### config.mk
export PLATFORM = sky130hd
export DESIGN_NAME = dual_bus_xcvr
export DESIGN_NICKNAME = d
export VERILOG_FILES = /design/src/rtl/dbx_pkg.sv /design/src/rtl/dbx_strobe_edge.sv /design/src/rtl/dbx_lane.sv /design/src/rtl/dual_bus_xcvr.sv
export SDC_FILE = /design/constraint.sdc
export NUM_CORES = 1
export LEC_CHECK = 0
export BUFFER_PORTS_ARGS = -buffer_cell sky130_fd_sc_hd__buf_2
export CORE_MARGIN = 2
export CORE_UTILIZATION = 35
export DETAILED_ROUTE_END_ITERATION = 8
export PLACE_DENSITY = 0.62
export SLEW_MARGIN = 25
export SYNTH_ARGS = -nofsm -noshare
export SYNTH_HDL_FRONTEND = slang
export SYNTH_HIERARCHICAL = 1
export SYNTH_SLANG_ARGS = --single-unit
### constraint.sdc
create_clock -name clk -period 1.14 [get_ports clk]
set_input_delay 0.057 -clock clk [delete_from_list [all_inputs] [get_ports clk]]
set_output_delay 0.057 -clock clk [all_outputs]
set_load 0.02 [all_outputs]
### src/rtl/dbx_pkg.sv
package dbx_pkg;
  typedef enum logic {
    SRC_LIVE   = 1'b0,
    SRC_STORED = 1'b1
  } src_sel_e;
endpackage

### src/rtl/dbx_strobe_edge.sv
module dbx_strobe_edge (
  input  logic clk,
  input  logic rst,
  input  logic strobe,
  output logic rise
);
  logic strobe_q;

  always_ff @(posedge clk) begin
    if (rst) strobe_q <= 1'b0;
    else     strobe_q <= strobe;
  end

  assign rise = strobe & ~strobe_q;
endmodule

### src/rtl/dbx_lane.sv
module dbx_lane #(
  parameter int WIDTH         = 8,
  parameter bit OE_ACTIVE_LOW = 1'b0
) (
  input  logic             clk,
  input  logic             rst,
  input  logic [WIDTH-1:0] src,
  input  logic             cap_strobe,
  input  logic             sel_stored,
  input  logic             oe_pin,
  output logic [WIDTH-1:0] dst_dat,
  output logic             dst_oe
);
  import dbx_pkg::*;

  logic             cap_rise;
  logic             oe_on;
  logic [WIDTH-1:0] stor_q;
  src_sel_e         src_sel;

  dbx_strobe_edge u_edge (
    .clk    (clk),
    .rst    (rst),
    .strobe (cap_strobe),
    .rise   (cap_rise)
  );

  generate
    if (OE_ACTIVE_LOW) begin : g_oe_low
      assign oe_on = ~oe_pin;
    end else begin : g_oe_high
      assign oe_on = oe_pin;
    end
  endgenerate

  assign src_sel = sel_stored ? SRC_STORED : SRC_LIVE;

  // Storage register: loads on a strobe rise regardless of select or enable.
  always_ff @(posedge clk) begin
    if (rst)           stor_q <= '0;
    else if (cap_rise) stor_q <= src;
  end

  // Registered output stage: select changes cannot glitch the driven word.
  always_ff @(posedge clk) begin
    if (rst) begin
      dst_dat <= '0;
      dst_oe  <= 1'b0;
    end else begin
      dst_oe <= oe_on;
      if (!oe_on)                    dst_dat <= '0;
      else if (src_sel == SRC_STORED) dst_dat <= stor_q;
      else                           dst_dat <= src;
    end
  end

  p_reset_r1: assert property (@(posedge clk)
    $past(rst) |-> (dst_dat == '0 && !dst_oe && stor_q == '0));

  p_capture_only_on_rise_r2: assert property (@(posedge clk) disable iff (rst)
    !$stable(stor_q) |-> $past(cap_rise));

  p_live_pass_r4: assert property (@(posedge clk) disable iff (rst)
    (oe_on && !sel_stored) |=> (dst_oe && dst_dat == $past(src)));

  p_stored_pass_r5: assert property (@(posedge clk) disable iff (rst)
    (oe_on && sel_stored) |=> (dst_oe && dst_dat == $past(stor_q)));

  p_disabled_zero_r7: assert property (@(posedge clk) disable iff (rst)
    !dst_oe |-> dst_dat == '0);
endmodule

### src/rtl/dual_bus_xcvr.sv
module dual_bus_xcvr #(
  parameter int WIDTH = 8
) (
  input  logic             clk,
  input  logic             rst,
  input  logic [WIDTH-1:0] a_in,
  output logic [WIDTH-1:0] a_out,
  output logic             a_drv,
  input  logic [WIDTH-1:0] b_in,
  output logic [WIDTH-1:0] b_out,
  output logic             b_drv,
  input  logic             cap_ab,
  input  logic             cap_ba,
  input  logic             sel_ab,
  input  logic             sel_ba,
  input  logic             drv_b_en,
  input  logic             drv_a_n
);
  // A-to-B direction: drives bus B, enable active high.
  dbx_lane #(.WIDTH(WIDTH), .OE_ACTIVE_LOW(1'b0)) u_ab (
    .clk        (clk),
    .rst        (rst),
    .src        (a_in),
    .cap_strobe (cap_ab),
    .sel_stored (sel_ab),
    .oe_pin     (drv_b_en),
    .dst_dat    (b_out),
    .dst_oe     (b_drv)
  );

  // B-to-A direction: drives bus A, enable active low.
  dbx_lane #(.WIDTH(WIDTH), .OE_ACTIVE_LOW(1'b1)) u_ba (
    .clk        (clk),
    .rst        (rst),
    .src        (b_in),
    .cap_strobe (cap_ba),
    .sel_stored (sel_ba),
    .oe_pin     (drv_a_n),
    .dst_dat    (a_out),
    .dst_oe     (a_drv)
  );

  // both live and enabled closes a one-register loop between the buses.
  p_loop_r8: assert property (@(posedge clk) disable iff (rst)
    (drv_b_en && !drv_a_n && !sel_ab && !sel_ba) |=>
      (a_drv && b_drv && a_out == $past(b_in) && b_out == $past(a_in)));
endmodule

# After elaboration in Yosys (flattened, before gate mapping)
# Cells that the tools add are included.
dict set report op_classes {
  n_reduce_logical 2
  muxes 4
  bitwise 6
}
# cell n
set op_table {}
lappend op_table {{$mux 8} 2}
lappend op_table {{$not 1->1} 4}
lappend op_table {{$reduce_or 2->1} 2}
lappend op_table {{$and 1x1->1} 2}
lappend op_table {{$mux 1} 2}
dict set report totals {
  elab_cells 20
  reg_bits 36
  inputBits 24
}

# Logic depth before layout (Yosys ltp)
# Gate-level depths: netlist (run 1).
dict set report depth {
  word_depth 2
  depth_mapped 4
}

# By module
# The synthesis (run 1) kept the hierarchy.
# mod cells_each instances seq_area_each_um2 area_each_um2
set modules_own_cells {}
lappend modules_own_cells {{dbx_lane at u_ab} 55 1 340.3 633.1}
lappend modules_own_cells {{dbx_lane at u_ba} 55 1 340.3 623.1}
lappend modules_own_cells {dbx_strobe_edge 3 2 20.0 47.5}

# Worst setup path before layout (run 1)
# Ideal clock, no wire load.
dict set report synth_path {
  path_type {reg-to-reg}
  start {register u_ba.u_edge.strobe_q}
  end {register u_ba.stor_q[0]}
  setup_time_ns 0.114
  synth_period_minus_slack_ns 0.955
  path_stages_with_launch 5
  slack_ns 0.185
  arrival_ns 0.840
  required_ns 1.026
  cell_sequence {dfxtp_1 nor2b_4 buf_2 mux2i_1 nor2_1}
}
dict set report synth_between {
  elab_chain_len 2
}
# item line
set synth_rtl {}
lappend synth_rtl {{start, declared} dbx_strobe_edge.sv:7} ;# logic strobe_q;
lappend synth_rtl {{start signal, assigned} dbx_strobe_edge.sv:11} ;# else strobe_q <= strobe;
lappend synth_rtl {{$not 1->1} dbx_strobe_edge.sv:14} ;# assign rise = strobe & ~strobe_q;
lappend synth_rtl {{$and 1x1->1} dbx_strobe_edge.sv:14}
lappend synth_rtl {{named net u_ba.cap_rise} dbx_lane.sv:16} ;# logic cap_rise;
lappend synth_rtl {{end signal, assigned} dbx_lane.sv:41} ;# else if (cap_rise) stor_q <= src;
lappend synth_rtl {{end, declared} dbx_lane.sv:18} ;# logic [WIDTH-1:0] stor_q;
# The timed path passes the listed nets, and every way through them passes these cells.
# A chain may end at the register's enable or synchronous reset.

# Final worst setup path (run 1)
dict set report layout_path {
  start {register u_ab.u_edge.strobe_q}
  end {register u_ab.stor_q[3]}
}
dict set report layout_between {
  elab_chain_len 2
}
# item line
set layout_rtl {}
lappend layout_rtl {{start, declared} dbx_strobe_edge.sv:7}
lappend layout_rtl {{start signal, assigned} dbx_strobe_edge.sv:11}
lappend layout_rtl {{$not 1->1} dbx_strobe_edge.sv:14}
lappend layout_rtl {{$and 1x1->1} dbx_strobe_edge.sv:14}
lappend layout_rtl {{named net u_ab.cap_rise} dbx_lane.sv:16}
lappend layout_rtl {{end signal, assigned} dbx_lane.sv:41}
lappend layout_rtl {{end, declared} dbx_lane.sv:18}
# The timed path passes the listed nets, and every way through them passes these cells.

==> impl_metrics.env, run 1 <==
export IMPL_outcome="finished, final reports clean"
export IMPL_worst_slew_pin_transition_ps=482
export IMPL_layout_worst_path_cycle_share_pct=89.0
export IMPL_yosys_warnings=6
export IMPL_fillCellCount=376
export IMPL_p_sw_uw=627
export IMPL_maximum_root_to_sink_buffer_count=2
export IMPL_worstPathMaxFanout=8
export IMPL_antenna_cells=0
export IMPL_yosys_area_top_type="dfxtp_1"
export IMPL_synth_ff_latch_count=36
export IMPL_die_width_um=66.1
export IMPL_hold_buffers=0
export IMPL_synth_avg_cell_area_um2=11.6
export IMPL_gp_routability_congestion=0.724
export IMPL_gr_total_overflow=0
export IMPL_most_common_cell_in_the_synthesized_netlist="dfxtp_1"
export IMPL_synth_seq_area_share_pct=53.3
export IMPL_post_cts_buffers=0
export IMPL_mappedNetlistNets=140
export IMPL_critPathMaxStageDelay_ps=320
export IMPL_track_usage_pct=11.8
export IMPL_max_cap_viol_count=0
export IMPL_drcViolationCount=0
export IMPL_leakage_uw=0.000819
export IMPL_drt_wl_total_mm=2.35
export IMPL_cellPowerDensity_nw_per_um2=1630
export IMPL_cts_htree_levels=2
export IMPL_setup_repair_after_global_routing_missed_its_margin="false"
export IMPL_route_detailed_wl_per_inst_um=11.4
export IMPL_area_of_the_multi_input_gates_um2=556
export IMPL_cts_clk_slew_worst_paths_ps=70
export IMPL_hold_path_class="in2reg"
export IMPL_chipHeight_um=66.1
export IMPL_critical_path_slowest_cell="dfxtp_1"
export IMPL_ir_worst_vdd_mv=0.904
export IMPL_comb_power_share_pct=11.0
export IMPL_finalClockSkew_ps=8.66
export IMPL_postCtsResizedCells=0
export IMPL_timing_final_max_slew_violations=0
export IMPL_clock_tree_from_tritoncts="done"
export IMPL_grt_start_max_net_pins=13
export IMPL_async_flop_share_pct=0
export IMPL_cts_sink_count=36
export IMPL_cp_end_kind="flop"
export IMPL_cts_root_buffer="clkbuf_8"
export IMPL_timing_fmax_ghz=0.986
export IMPL_post_synth_top_area_fraction_pct=53.3
export IMPL_postSynthCellCount=116
export IMPL_grt_pass1_vias=901
export IMPL_floorplan_die_area_um2=4370
export IMPL_clock_power_share_pct=39.8
export IMPL_worst_ep_required_time_ps=1320
export IMPL_cts_inserted_buffers=5
export IMPL_num_rows=22
export IMPL_clk_latency_ps=290
export IMPL_drt_initial_drc_count=35
export IMPL_num_vias=903
export IMPL_hpwl_mm=1.75
export IMPL_crit_type="reg2reg"
export IMPL_final_seq_area_um2=721
export IMPL_arrival_ps=1190
export IMPL_first_pass_grt_wire_length_mm=3.82
export IMPL_critical_path_top_delay_family="simple AND/OR/NAND/NOR gates"
export IMPL_internal_power_uw=2100
export IMPL_timing_critical_path_buf_inv=0
export IMPL_power_frac_seq_pct=49.2
export IMPL_area_delta_synth_final_pct=24.0
export IMPL_top_post_synthesis_cells_by_count="dfxtp_1 (36), mux2i_1 (32), nor2_1 (16), nor2_2 (16)"
export IMPL_tns_ps=0
export IMPL_slew_headroom_pct=67.9
export IMPL_ios=42
export IMPL_final_layout_size_suffix_gt1_share_pct=45.3
export IMPL_synth_edf_count=0
export IMPL_port_buffers=41
export IMPL_syn_cell_area_um2=1350
export IMPL_start_util_pct=36.6
export IMPL_routed_via_density=4.36
export IMPL_post_synth_num_cell_types=11
export IMPL_final_setup_worst_slack_ps=126
export IMPL_core_region_area_um2=3690
export IMPL_ys_flop_type="dfxtp_1"
export IMPL_firstDrtPassIters=4
export IMPL_final_core_utilization_pct=45.4
export IMPL_period_needed_ps=1010
export IMPL_synth_area_top_cells="dfxtp_1 (53%), mux2i_1 (24%), nor2_2 (7.4%)"
export IMPL_number_of_hold_slack_violations_in_the_final_timing_report=0
export IMPL_critPathLaunchType="flop"
export IMPL_final_ant_viol_nets=0
export IMPL_critical_path_cell_chain="nor2b_4 -> mux2i_1 -> nor2_1"
export IMPL_nNetsFinal=182
export IMPL_dpl_worst_slack_ps=127
export IMPL_antenna_found_initial=0
export IMPL_swShare_pct=23.0
export IMPL_setup_viol_count_final=0
worst register-to-register path, cell delays in order (launching register included):
cell and delay (ps):
dfxtp_1 320, nor2b_4 300, mux2i_1 240, nor2_1 50
layer usage:
layer	part of all wire, %	GRT usage, %
met3	8.8	5.28
met4	0.60	3.83
met1	41	12.1
met5	0	0
met2	50	21.1
worst paths after layout:
kind	startpoint	to	slack, ps	cells past startpoint
worst min register to register	u_ab/stor_q[4]	u_ab/stor_q[4]	500	2
worst min-delay path	cap_ab	u_ab/u_edge/strobe_q	8	2
worst max-delay path	u_ab/u_edge/strobe_q	u_ab/stor_q[3]	130	3
worst max register to register	u_ab/u_edge/strobe_q	u_ab/stor_q[3]	130	3
final cells by class:
class	count	area share [%]
clock buffers	5	4.11
clock inverters	3	2.54
inverters	2	0.448
multi-input cells	70	33.2
flip-flops and latches	36	43.0
well taps	48	3.58
repair buffers	43	13.1
cells by family after synthesis:
family	after synthesis	synth area share, %
and+or+nand+nor	38	17.4
muxes	32	23.7
buffers and inverters	10	5.56
DFF	36	53.3
placed cells by master, fill, tap and decap left out, drive strengths merged:
master / instances
clkbuf: 5
clkinvlp: 1
nand2b: 1
bufinv: 1
nor2: 32
nor2b: 4
inv: 2
buf: 43
mux2i: 32
dfxtp: 36
or2: 1
clkinv: 1
metrics by stage:
| stage | cells | area [um^2] | hold WS, ps | power (uW) |
|---|---|---|---|---|
| after floorplan | 116 | 1350 | 121 | 1590 |
| after global placement | 199 | 1560 | 299 | 1670 |
| after detailed placement | 199 | 1560 | 300 | 1680 |
| after CTS | 207 | 1680 | 3.57 | 2770 |
| after global routing | 207 | 1680 | 11.8 | 2870 |
| final | 207 | 1680 | 7.73 | 2730 |
sequential cells by signal (all words and copies together), names as in the netlist:
name,count
u_ab/stor_q,8
u_ba/u_edge/strobe_q,1
u_ab/dst_oe,1
u_ba/stor_q,8
u_ba/dst_oe,1
u_ab/dst_dat,8
u_ba/dst_dat,8
u_ab/u_edge/strobe_q,1
power groups by stage:
stage	combinational (uW)	sequential (uW)	clock, uW
finish	299	1340	1090
global route	329	1350	1190
CTS	305	1350	1120
detailed placement	304	1370	0
global placement	298	1370	0
floorplan	188	1400	0
Power figures use the tool's default switching activity.
==> run 2, diff against run 1 <==
- PLACE_DENSITY: 0.62 -> unset
- PLACE_DENSITY_LB_ADDON: unset -> 0.2
==> impl_metrics.env, run 2 (synthesis gave the netlist of run 1 again) <==
export IMPL_antenna_cells=0
export IMPL_layout_worst_path_cycle_share_pct=90.7
export IMPL_arrival_ps=1200
export IMPL_routed_via_density=4.25
export IMPL_gr_total_overflow=0
export IMPL_worstSetupEndpoint="u_ba/stor_q[3]"
export IMPL_critical_path_cell_chain="nor2b_4 -> mux2i_1 -> nor2_1"
export IMPL_post_cts_buffers=0
export IMPL_worst_ep_required_time_ps=1310
export IMPL_final_layout_size_suffix_gt1_share_pct=45.3
export IMPL_ir_worst_vdd_mv=0.793
export IMPL_final_ant_viol_nets=0
export IMPL_critical_path_reg2reg_endpoint="u_ba/stor_q[3]"
export IMPL_port_buffers=41
export IMPL_hold_buffers=0
export IMPL_first_pass_grt_wire_length_mm=3.83
export IMPL_num_rows=22
export IMPL_slew_headroom_pct=70.1
export IMPL_setup_repair_after_global_routing_missed_its_margin="false"
export IMPL_hold_path_class="in2reg"
export IMPL_drt_initial_drc_count=48
export IMPL_cts_inserted_buffers=5
export IMPL_antenna_found_initial=0
export IMPL_firstDrtPassIters=4
export IMPL_worstPathMaxFanout=8
export IMPL_critPathLaunchType="flop"
export IMPL_start_util_pct=36.6
export IMPL_number_of_hold_slack_violations_in_the_final_timing_report=0
export IMPL_critical_path_slowest_cell="dfxtp_1"
export IMPL_leakage_uw=0.000815
export IMPL_period_needed_ps=1030
export IMPL_track_usage_pct=12.0
export IMPL_hpwl_mm=1.73
export IMPL_grt_start_max_net_pins=14
export IMPL_crit_type="reg2reg"
export IMPL_maximum_root_to_sink_buffer_count=2
export IMPL_cts_clk_slew_worst_paths_ps=70
export IMPL_core_region_area_um2=3690
export IMPL_floorplan_die_area_um2=4370
export IMPL_chipHeight_um=66.1
export IMPL_tns_ps=0
export IMPL_final_instance_count_excl_fill=207
export IMPL_max_cap_viol_count=0
export IMPL_cp_end_kind="flop"
export IMPL_ios=42
export IMPL_most_common_layout_cells="buf_2 (41), dfxtp_1 (36), mux2i_1 (32), nor2_1 (16), nor2_2 (16)"
export IMPL_most_common_library_cell_in_the_layout_ignoring_fill_and_taps="buf_2"
export IMPL_drt_wl_total_mm=2.35
export IMPL_worst_r2r_cell_count=3
export IMPL_drcViolationCount=0
export IMPL_critical_path_reg2reg_startpoint="u_ba/u_edge/strobe_q"
export IMPL_cellPowerDensity_nw_per_um2=1540
export IMPL_area_delta_synth_final_pct=22.6
export IMPL_clk_latency_ps=270
export IMPL_outcome="finished, final reports clean"
export IMPL_setup_viol_count_final=0
export IMPL_worst_slew_pin_transition_ps=448
export IMPL_dpl_cell_count=199
export IMPL_cts_htree_levels=2
export IMPL_cts_sink_count=36
export IMPL_finalClockSkew_ps=2.44
export IMPL_worst_setup_path_startpoint="u_ba/u_edge/strobe_q"
export IMPL_grt_pass1_vias=890
export IMPL_num_vias=879
export IMPL_die_width_um=66.1
export IMPL_nNetsFinal=182
export IMPL_cts_root_buffer="clkbuf_8"
export IMPL_clock_tree_from_tritoncts="done"
export IMPL_timing_final_max_slew_violations=0
export IMPL_gp_routability_congestion=0.674
export IMPL_route_detailed_wl_per_inst_um=11.4
export IMPL_critPathMaxStageDelay_ps=320
export IMPL_reg2reg_setup_slack_ps=110
export IMPL_postCtsResizedCells=0
export IMPL_timing_fmax_ghz=0.967
[run 2: cell types whose count changed in the layout (fill, tap and decap cells not counted), sizes merged]
cell      delta
bufinv       -1
clkbuf       +1
clkinv       +1
clkinvlp     -1
[run 2: worst min path at each step]
stage,start,slack [ps],end,cells after the start
4_1_cts,cap_ba,5,u_ba/u_edge/strobe_q,2
2_1_floorplan,rst,120,u_ab/u_edge/strobe_q,1
6_report,cap_ba,10,u_ba/u_edge/strobe_q,2
3_5_place_dp,cap_ba,300,u_ba/u_edge/strobe_q,2
3_3_place_gp,cap_ab,300,u_ab/u_edge/strobe_q,2
5_1_grt,a_in[6],20,u_ab/dst_dat[6],3
[run 2: cell type report]
type	count	area [um^2]
fillers	366	2030
flip-flops and latches	36	721
multi-input cells	70	556
repair buffers	43	220
clock buffers	6	82.6
well taps	48	60.1
clock inverters	2	10.0
inverters	2	7.51
[run 2: metrics by stage]
stage | util (%) | total power (uW) | instance area, um^2 | hold slack [ps] | setup slack (ps)
6_report | 44.9 | 2540 | 1660 | 13.8 | 106
5_1_grt | 44.9 | 2700 | 1660 | 22.8 | 43.0
4_1_cts | 44.9 | 2600 | 1660 | 4.66 | 90.7
3_5_place_dp | 42.4 | 1680 | 1560 | 298 | 108
3_3_place_gp | 42.4 | 1670 | 1560 | 297 | 145
2_1_floorplan | - | 1590 | 1350 | 121 | 185
[run 2: power by group]
part	internal, uW	switching [uW]	total (uW)
clock	481	417	898
sequential	1320	24.9	1350
combinational	137	163	300
total	1940	604	2540
[run 2: critical path: cells and delay by family, from the launching register on]
kind / cells / cell delay [ps]
muxes: 1 / 250
and+or+nand+nor: 2 / 350
DFF: 1 / 320
[run 2: per-layer routing]
metal  track usage (%)  part of all wire [%]  vias to the layer above
li1                  -                     -                      460
met1              12.9                    43                      396
met2              20.8                    50                       21
met3              5.11                   5.9                        2
met4              4.59                  0.55                        0
met5                 0                     0                        -
